--- src/rtl/cmp_edge_pkg.sv ---
`timescale 1ns/1ps
package cmp_edge_pkg;

    localparam int DATA_W    = 8;
    localparam int ADDR_W    = 2;
    localparam int NUM_EDGES = 2;
    localparam int EDGE_RISE = 0;
    localparam int EDGE_FALL = 1;

    localparam logic [ADDR_W-1:0] ADDR_CTRL  = 2'd0;
    localparam logic [ADDR_W-1:0] ADDR_FLAG  = 2'd1;
    localparam logic [ADDR_W-1:0] ADDR_MASK  = 2'd2;
    localparam logic [ADDR_W-1:0] ADDR_BLANK = 2'd3;

    // control word, MSB first; status is read-only
    typedef struct packed {
        logic       en;
        logic       status;
        logic [1:0] resp;
        logic [1:0] hpos;
        logic [1:0] hneg;
    } ctrl_t;

    function automatic logic mode_differs(ctrl_t a, ctrl_t b);
        return (a.resp != b.resp) || (a.hpos != b.hpos) || (a.hneg != b.hneg);
    endfunction

endpackage

--- src/rtl/cmp_sync.sv ---
`timescale 1ns/1ps
module cmp_sync #(
    parameter int STAGES = 2
) (
    input  logic clk,
    input  logic rst_n,
    input  logic async_in,
    output logic level,
    output logic rise,
    output logic fall
);
    localparam int SH_W = STAGES + 1;

    logic [SH_W-1:0] sh_d, sh_q;

    always_comb begin
        sh_d = {sh_q[SH_W-2:0], async_in};
    end

    always_ff @(posedge clk or negedge rst_n) begin
        if (!rst_n) sh_q <= '0;
        else        sh_q <= sh_d;
    end

    assign level = sh_q[STAGES-1];
    assign rise  = sh_q[STAGES-1] & ~sh_q[STAGES];
    assign fall  = ~sh_q[STAGES-1] & sh_q[STAGES];
endmodule

--- src/rtl/cmp_blank.sv ---
`timescale 1ns/1ps
module cmp_blank #(
    parameter int W = 8
) (
    input  logic         clk,
    input  logic         rst_n,
    input  logic         load,
    input  logic [W-1:0] len,
    output logic         active
);
    logic [W-1:0] cnt_d, cnt_q;

    always_comb begin
        cnt_d = cnt_q;
        if (load)              cnt_d = len;
        else if (cnt_q != '0)  cnt_d = cnt_q - 1'b1;
    end

    always_ff @(posedge clk or negedge rst_n) begin
        if (!rst_n) cnt_q <= '0;
        else        cnt_q <= cnt_d;
    end

    assign active = (cnt_q != '0);
endmodule

--- src/rtl/cmp_flag.sv ---
`timescale 1ns/1ps
module cmp_flag (
    input  logic clk,
    input  logic rst_n,
    input  logic set,
    input  logic clr,
    output logic flag
);
    logic flag_d, flag_q;

    always_comb begin
        // hardware set outranks software clear
        flag_d = set | (flag_q & ~clr);
    end

    always_ff @(posedge clk or negedge rst_n) begin
        if (!rst_n) flag_q <= 1'b0;
        else        flag_q <= flag_d;
    end

    assign flag = flag_q;
endmodule

--- src/rtl/cmp_edge_irq.sv ---
`timescale 1ns/1ps
module cmp_edge_irq
    import cmp_edge_pkg::*;
#(
    parameter int SYNC_STAGES = 2,
    parameter int BLANK_W     = 8,
    parameter int BLANK_RESET = 16
) (
    input  logic              clk,
    input  logic              rst_n,
    input  logic              cmp_raw,
    input  logic              bus_sel,
    input  logic              bus_wr,
    input  logic [ADDR_W-1:0] bus_addr,
    input  logic [DATA_W-1:0] bus_wdata,
    output logic [DATA_W-1:0] bus_rdata,
    output logic              cmp_en,
    output logic [1:0]        hyst_neg,
    output logic [1:0]        hyst_pos,
    output logic [1:0]        resp_mode,
    output logic              irq
);
    typedef struct packed {
        logic                 en;
        logic [1:0]           resp;
        logic [1:0]           hpos;
        logic [1:0]           hneg;
        logic [NUM_EDGES-1:0] mask;
        logic [BLANK_W-1:0]   blen;
    } cfg_t;

    cfg_t st_d, st_q;

    logic                 level;
    logic                 wr_ctrl, wr_flag, wr_mask, wr_blank;
    logic                 blank_load, blank_act, arm;
    ctrl_t                wr_word, cur_ctrl;
    logic [NUM_EDGES-1:0] edge_vec, flag_vec, set_vec, clr_vec, mask_vec, hit_vec;

    cmp_sync #(.STAGES(SYNC_STAGES)) u_sync (
        .clk      (clk),
        .rst_n    (rst_n),
        .async_in (cmp_raw),
        .level    (level),
        .rise     (edge_vec[EDGE_RISE]),
        .fall     (edge_vec[EDGE_FALL])
    );

    cmp_blank #(.W(BLANK_W)) u_blank (
        .clk    (clk),
        .rst_n  (rst_n),
        .load   (blank_load),
        .len    (st_q.blen),
        .active (blank_act)
    );

    always_comb begin
        wr_ctrl  = bus_sel && bus_wr && (bus_addr == ADDR_CTRL);
        wr_flag  = bus_sel && bus_wr && (bus_addr == ADDR_FLAG);
        wr_mask  = bus_sel && bus_wr && (bus_addr == ADDR_MASK);
        wr_blank = bus_sel && bus_wr && (bus_addr == ADDR_BLANK);
        wr_word  = ctrl_t'(bus_wdata);

        cur_ctrl        = '0;
        cur_ctrl.en     = st_q.en;
        cur_ctrl.status = level;
        cur_ctrl.resp   = st_q.resp;
        cur_ctrl.hpos   = st_q.hpos;
        cur_ctrl.hneg   = st_q.hneg;

        blank_load = wr_ctrl &&
                     ((wr_word.en && !st_q.en) || mode_differs(wr_word, cur_ctrl));
        arm        = st_q.en && !blank_act;

        st_d = st_q;
        if (wr_ctrl) begin
            st_d.en   = wr_word.en;
            st_d.resp = wr_word.resp;
            st_d.hpos = wr_word.hpos;
            st_d.hneg = wr_word.hneg;
        end
        if (wr_mask)  st_d.mask = bus_wdata[NUM_EDGES-1:0];
        if (wr_blank) st_d.blen = bus_wdata[BLANK_W-1:0];
    end

    always_ff @(posedge clk or negedge rst_n) begin
        if (!rst_n) begin
            st_q      <= '0;
            st_q.blen <= BLANK_W'(BLANK_RESET);
        end else begin
            st_q <= st_d;
        end
    end

    assign mask_vec = st_q.mask;

    for (genvar g = 0; g < NUM_EDGES; g++) begin : g_edge
        assign set_vec[g] = arm && edge_vec[g];
        assign clr_vec[g] = wr_flag && !bus_wdata[g];
        assign hit_vec[g] = flag_vec[g] && mask_vec[g];

        cmp_flag u_flag (
            .clk   (clk),
            .rst_n (rst_n),
            .set   (set_vec[g]),
            .clr   (clr_vec[g]),
            .flag  (flag_vec[g])
        );
    end

    always_comb begin
        bus_rdata = '0;
        case (bus_addr)
            ADDR_CTRL:  bus_rdata = cur_ctrl;
            ADDR_FLAG:  bus_rdata[NUM_EDGES-1:0] = flag_vec;
            ADDR_MASK:  bus_rdata[NUM_EDGES-1:0] = st_q.mask;
            default:    bus_rdata[BLANK_W-1:0]   = st_q.blen;
        endcase
    end

    assign cmp_en    = st_q.en;
    assign hyst_neg  = st_q.hneg;
    assign hyst_pos  = st_q.hpos;
    assign resp_mode = st_q.resp;
    assign irq       = st_q.en && (hit_vec != '0);
endmodule

--- config.mk ---
export PLATFORM = sky130hd
export DESIGN_NAME = cmp_edge_irq
export DESIGN_NICKNAME = d
export VERILOG_FILES = /design/src/rtl/cmp_edge_pkg.sv /design/src/rtl/cmp_sync.sv /design/src/rtl/cmp_blank.sv /design/src/rtl/cmp_flag.sv /design/src/rtl/cmp_edge_irq.sv
export SDC_FILE = /design/constraint.sdc
export NUM_CORES = 1
export LEC_CHECK = 0
export CAP_MARGIN = 40
export CORE_ASPECT_RATIO = 0.8
export CORE_MARGIN = 8
export CORE_UTILIZATION = 50
export DETAILED_ROUTE_END_ITERATION = 8
export DONT_BUFFER_PORTS = 1
export GPL_TIMING_DRIVEN = 0
export HOLD_SLACK_MARGIN = 0.05
export SETUP_SLACK_MARGIN = 0.05
export SLEW_MARGIN = 10
export SYNTH_ARGS = -nofsm -noshare
export SYNTH_HDL_FRONTEND = slang
export SYNTH_SLANG_ARGS = --single-unit
--- constraint.sdc ---
create_clock -name clk -period 5 [get_ports clk]
set_clock_uncertainty 0.2 [all_clocks]
set_input_delay 0.75 -clock clk [delete_from_list [all_inputs] [get_ports clk]]
set_output_delay 0.75 -clock clk [all_outputs]
set_load 0.03 [all_outputs]
# Yosys cells after proc, flatten, opt, wreduce, memory -nomap -nowiden
# Index checks and enable logic that the tools add are counted.
totals:
  regBits: 30
  inputBits: 15
  output_inout_bits: 16
  word_cells: 58
classes:
  add_sub_neg: 1
  eq_ne: 6
  mux: 4
  n_bitwise: 10
  reduce_logical: 27
op_table:
  columns: ["cell", "count"]
  rows:
  - ["$mux 8", 2]
  - ["$logic_and 1x1->1", 15]
  - ["$pmux 6 s2", 1]
  - ["$reduce_bool 8->1", 1]
  - ["$sub 8x1->8 const B", 1]
  - ["$ne 2x2->1", 3]
  - ["$pmux 2 s3", 1]
  - ["$and 1x1->1", 4]
  - ["$eq 2x2->1 const B", 2]
  - ["$logic_not 1->1", 4]
  - ["$not 1->1", 4]
  - ["$reduce_bool 2->1", 2]
  - ["$logic_or 1x1->1", 3]
  - ["$eq 2x1->1 const B", 1]
  - ["$logic_not 2->1", 1]
  - ["$or 1x1->1", 2]
  - ["$reduce_or 2->1", 1]

# Longest topological paths before layout
depth:
  depth_word: 6
  mapped_depth: 6
  mapped_depth_nobuf: 6

# Cells and area by module
# Synthesis repeated with hierarchy kept, for this count alone.
hier_totals:
  hier_cells: 140
  hier_area_um2: 1607.8
by_module_without_submodules:
  columns: ["module", "instances", "cells_per_inst", "area_per_inst_um2", "seq_area_each_um2"]
  rows:
  - ["cmp_edge_irq", 1, 74, 954.7, 426.7]
  - ["cmp_blank", 1, 55, 490.5, 200.2]
  - ["cmp_sync", 1, 5, 90.1, 75.1]
  - ["cmp_flag", 2, 3, 36.3, 25.0]

# Worst setup path after synthesis
# No wires, ideal clock.
synth_timing:
  path_kind: "input-to-reg"
  start: "input bus_wdata[3]"
  end: "register u_blank.cnt_q[1]"
  setup_ns: 0.125
  arrival_time_ns: 2.028
  required_time_ns: 4.675
  path_slack_ns: 2.648
  path_stages: 3
  path_buffers: 0
  path_cell_list: "xor2_1 o41ai_2 mux2_2"
synth_via:
  elab_chain_cells: 6
  word_cells_on_any_way: 7
  cone_classes: "eq/ne (1); mux (1); reduce/logical (5)"
synth_lines:
  columns: ["item", "line", "source"]
  rows:
  - ["start, declared", "cmp_edge_irq.sv:15", "input logic [DATA_W-1:0] bus_wdata,"]
  - ["$ne 2x2->1 (*)", "cmp_edge_pkg.sv:25", "return (a.resp != b.resp) || (a.hpos != b.hpos) || (a.hneg != b.hneg);"]
  - ["$logic_or 1x1->1 (*) (2 in a row)", "cmp_edge_pkg.sv:25", null]
  - ["$logic_or 1x1->1 (*)", "cmp_edge_irq.sv:72", "((wr_word.en && !st_q.en) || mode_differs(wr_word, cur_ctrl));"]
  - ["$logic_and 1x1->1 (*)", "cmp_edge_irq.sv:71", "blank_load = wr_ctrl &&"]
  - ["$mux 8 or $reduce_bool 2->1 (tied branches)", null, null]
  - ["end signal, assigned", "cmp_blank.sv:21", "else cnt_q <= cnt_d;"]
  - ["end, declared", "cmp_blank.sv:11", "logic [W-1:0] cnt_d, cnt_q;"]
# Every way passes the cells marked *; elsewhere a longest branch is shown, timed or not.
# A chain may end at the register's enable or synchronous reset.

# Worst setup path after layout
layout_timing:
  start: "input bus_addr[1]"
  end: "output bus_rdata[7]"
layout_via:
  elab_chain_cells: 3
  word_cells_on_any_way: 5
  cone_classes: "eq/ne (2); mux (1); reduce/logical (2)"
layout_lines:
  columns: ["item", "line", "source"]
  rows:
  - ["start, declared", "cmp_edge_irq.sv:14", "input logic [ADDR_W-1:0] bus_addr,"]
  - ["$eq 2x1->1 or $eq 2x2->1 (tied branches)", "cmp_edge_irq.sv:113", "case (bus_addr)"]
  - ["$reduce_or 2->1 (no line)", null, null]
  - ["$pmux 6 s2 (*)", "cmp_edge_irq.sv:113", null]
  - ["end, declared", "cmp_edge_irq.sv:16", "output logic [DATA_W-1:0] bus_rdata,"]
# Marks and branches as above.

==> impl_metrics.json <==
{
  "fin_crit_ps": 2560,
  "hold-worst-slack_ps": 88.6,
  "area_growth_pct": 10.9,
  "synth_seq_area_share_pct": 48.4,
  "drc": 0,
  "antenna_found_initial": 0,
  "rsz0062_at_grt": "false",
  "utilization_pct": 57.1,
  "grt_pass1_wl_um": 5400,
  "die_area_um2": 5160,
  "clk_pin_slew_worst_paths_ps": 60,
  "setup.worst_path.start_class": "input port",
  "required_ps": 4050,
  "hold_viol": 0,
  "layout_commonest_cell": "dfrtp_1",
  "grt_usage_pct": 13.9,
  "crit_type": "input port to output port",
  "wl_per_cell_um": 19.3,
  "finalSetupViolCount": 0,
  "endpoint_kind": "output port",
  "postCtsSetupBuffers": 0,
  "pin_count": 31,
  "numCtsBuffers": 5,
  "grt_pass1_vias": 1105,
  "htreeDepth": 2,
  "routedLengthMet1_um": 1440,
  "worstMarginPinSlew_ps": 594,
  "rrSetupSlack_ps": 2750,
  "core_area_um2": 3020,
  "arrival_ps": 1610,
  "synth_top_area_share_pct": 46.7,
  "crit_chain": "nor2_1, a22o_1",
  "critPathBufInv": 0,
  "routed-wl-met3_um": 301,
  "n_fill_cell": 267,
  "syn_avg_cell_area_um2": 12.8,
  "ys_seq_elements": 30,
  "wl_met2_um": 1510,
  "rr_worst_depth": 4,
  "min_path_type": "input port to asynchronous set/reset pin",
  "final.setup.tns_ps": 0,
  "cts_root_buf": "clkbuf_8",
  "synthCells": 121,
  "hpwl_um": 2370,
  "power.leakage_nw": 0.734,
  "cp_top_family": "simple AND/OR/NAND/NOR gates",
  "yosys.cell_types.count": 33,
  "dr_total_vias": 981,
  "p_per_area_nw_per_um2": 516,
  "synth.largest_area_cell": "dfrtp_1",
  "antenna_left": 0,
  "clockBufferDepth": 2,
  "status": "complete, no violations",
  "cts_tree": "done",
  "drt-total-wl_um": 3300,
  "cap_violations": 0,
  "relSlewSlack_pct": 60.3,
  "drv_slew": 0,
  "crit_path_top_delay_cell": "nor2_1",
  "fmax_ghz": 0.391,
  "syn-num-nets": 138,
  "post-route-period-util_pct": 51.1,
  "antenna_cells": 0,
  "dieHeight_um": 65.9,
  "grt_max_degree": 30,
  "layout.cells.non_filler": 171,
  "regToRegEndpoint": "u_blank.cnt_q[1]",
  "rr_startpoint": "u_blank.cnt_q[4]",
  "gp_congestion": 0.802,
  "dr.pass1.iters": 4,
  "highest_layer": "met4",
  "grt-ovfl-total": 0,
  "postCtsResizedCells": 0,
  "dp_cells": 162,
  "rows": 18,
  "start_util_pct": 51.5,
  "yosysWarnings": 0,
  "nNetsFinal": 147,
  "syn_area_um2": 1550,
  "clkLatencyLatePin_ps": 280,
  "port_buffers": 0,
  "dr.first_iter.drc_count": 72,
  "synth_area_leaders": "dfrtp_1 (47%), mux2_2 (17%), a22o_1 (3.4%)",
  "crit_fanout": 7,
  "routed_via_density": 5.74,
  "most-common-layout-cells": "dfrtp_1 (29), mux2_2 (24), buf_4 (7)",
  "ir_worst_vdd_uv": 287,
  "worstSetupPathDepth": 2,
  "numClockSinks": 30,
  "drive_gt1_share_pct": 37.4,
  "dieWidth_um": 78.3,
  "slowest_delay_ps": 430
}
## report_power, final
part,internal (W),switching [W],total [W],leakage [nW]
registers,0.000314,0.0000780,0.000392,0.361
logic,0.000154,0.000145,0.000299,0.324
clock network,0.000111,0.0000867,0.000197,0.0482
## kinds of logic after synthesis
logic type	count (synthesis)	synth area share (%)
flip-flops	30	48.4
multiplexers	28	21.9
AND/OR/NAND/NOR	22	10.1
AO/OA/AOI/OAI	18	8.53
buffers and inverters	12	4.43
XOR/XNOR	9	5.07
adder cells (fa/ha/maj)	2	1.61
## worst max path at each step
| stage | start | end | slack [ps] |
|---|---|---|---|
| 2_1_floorplan | bus_wdata[3] | u_blank.cnt_q[1] | 2650 |
| 3_3_place_gp | bus_wdata[4] | u_blank.cnt_q[5] | 2370 |
| 3_5_place_dp | bus_addr[1] | bus_rdata[7] | 2460 |
| 4_1_cts | bus_addr[1] | bus_rdata[7] | 2460 |
| 5_1_grt | bus_addr[1] | bus_rdata[7] | 2420 |
| 6_report | bus_addr[1] | bus_rdata[7] | 2440 |
## cell type report
cell class / count / area (um^2) / area share, %
sequential: 30 / 752 / 43.6
multi-input combinational: 79 / 733 / 42.6
buffer: 8 / 53.8 / 3.12
tap: 40 / 50.0 / 2.90
clock inverter: 1 / 5.00 / 0.290
timing repair buffer: 2 / 27.5 / 1.60
inverter: 4 / 15.0 / 0.871
clock buffer: 7 / 86.3 / 5.01
## cells in the mapped netlist, drive strengths merged
master,instances
nand2,3
ha,2
o21ai,5
xor2,3
mux2i,1
dfrtp,29
and2,1
nor4b,1
nor2,4
nor3b,1
mux4,2
buf,7
o31ai,1
nor2b,1
a21oi,3
dfstp,1
nand3,1
and3,1
o41ai,1
inv,4
o2111ai,1
clkbuf,1
xnor2,6
nand4b,4
or4,2
or3,2
mux2,25
a22o,6
a22oi,1
nor4,1
## registers in the layout, summed over array words and instances (netlist names)
name                cells
u_sync.sh_q             3
st_q                    8
hyst_neg                2
g_edge.u_flag.flag      2
u_blank.cnt_q           8
cmp_en                  1
hyst_pos                2
resp_mode               2
mask_vec                2
## through the flow
stage / total power (W) / worst slack (ps) / area (um^2)
finish: 0.000889 / 2440 / 1720
global route: 0.000944 / 2420 / 1720
CTS: 0.000897 / 2460 / 1720
detailed placement: 0.000690 / 2460 / 1610
global placement: 0.000679 / 2370 / 1600
floorplan: 0.000637 / 2650 / 1550
## per-layer routing
layer | vias to the layer above | track usage [%]
met2 | 30 | 23.0
li1 | 456 | -
met5 | - | 0
met3 | 6 | 6.66
met4 | 0 | 6.91
met1 | 489 | 14.8
## repair_timing
action / in CTS / in global routing
endpoints found under the setup margin: 0 / 0
endpoints found under the hold margin: 29 / 0
hold buffers: 1 / 0
(Power assumes the default switching activity.)
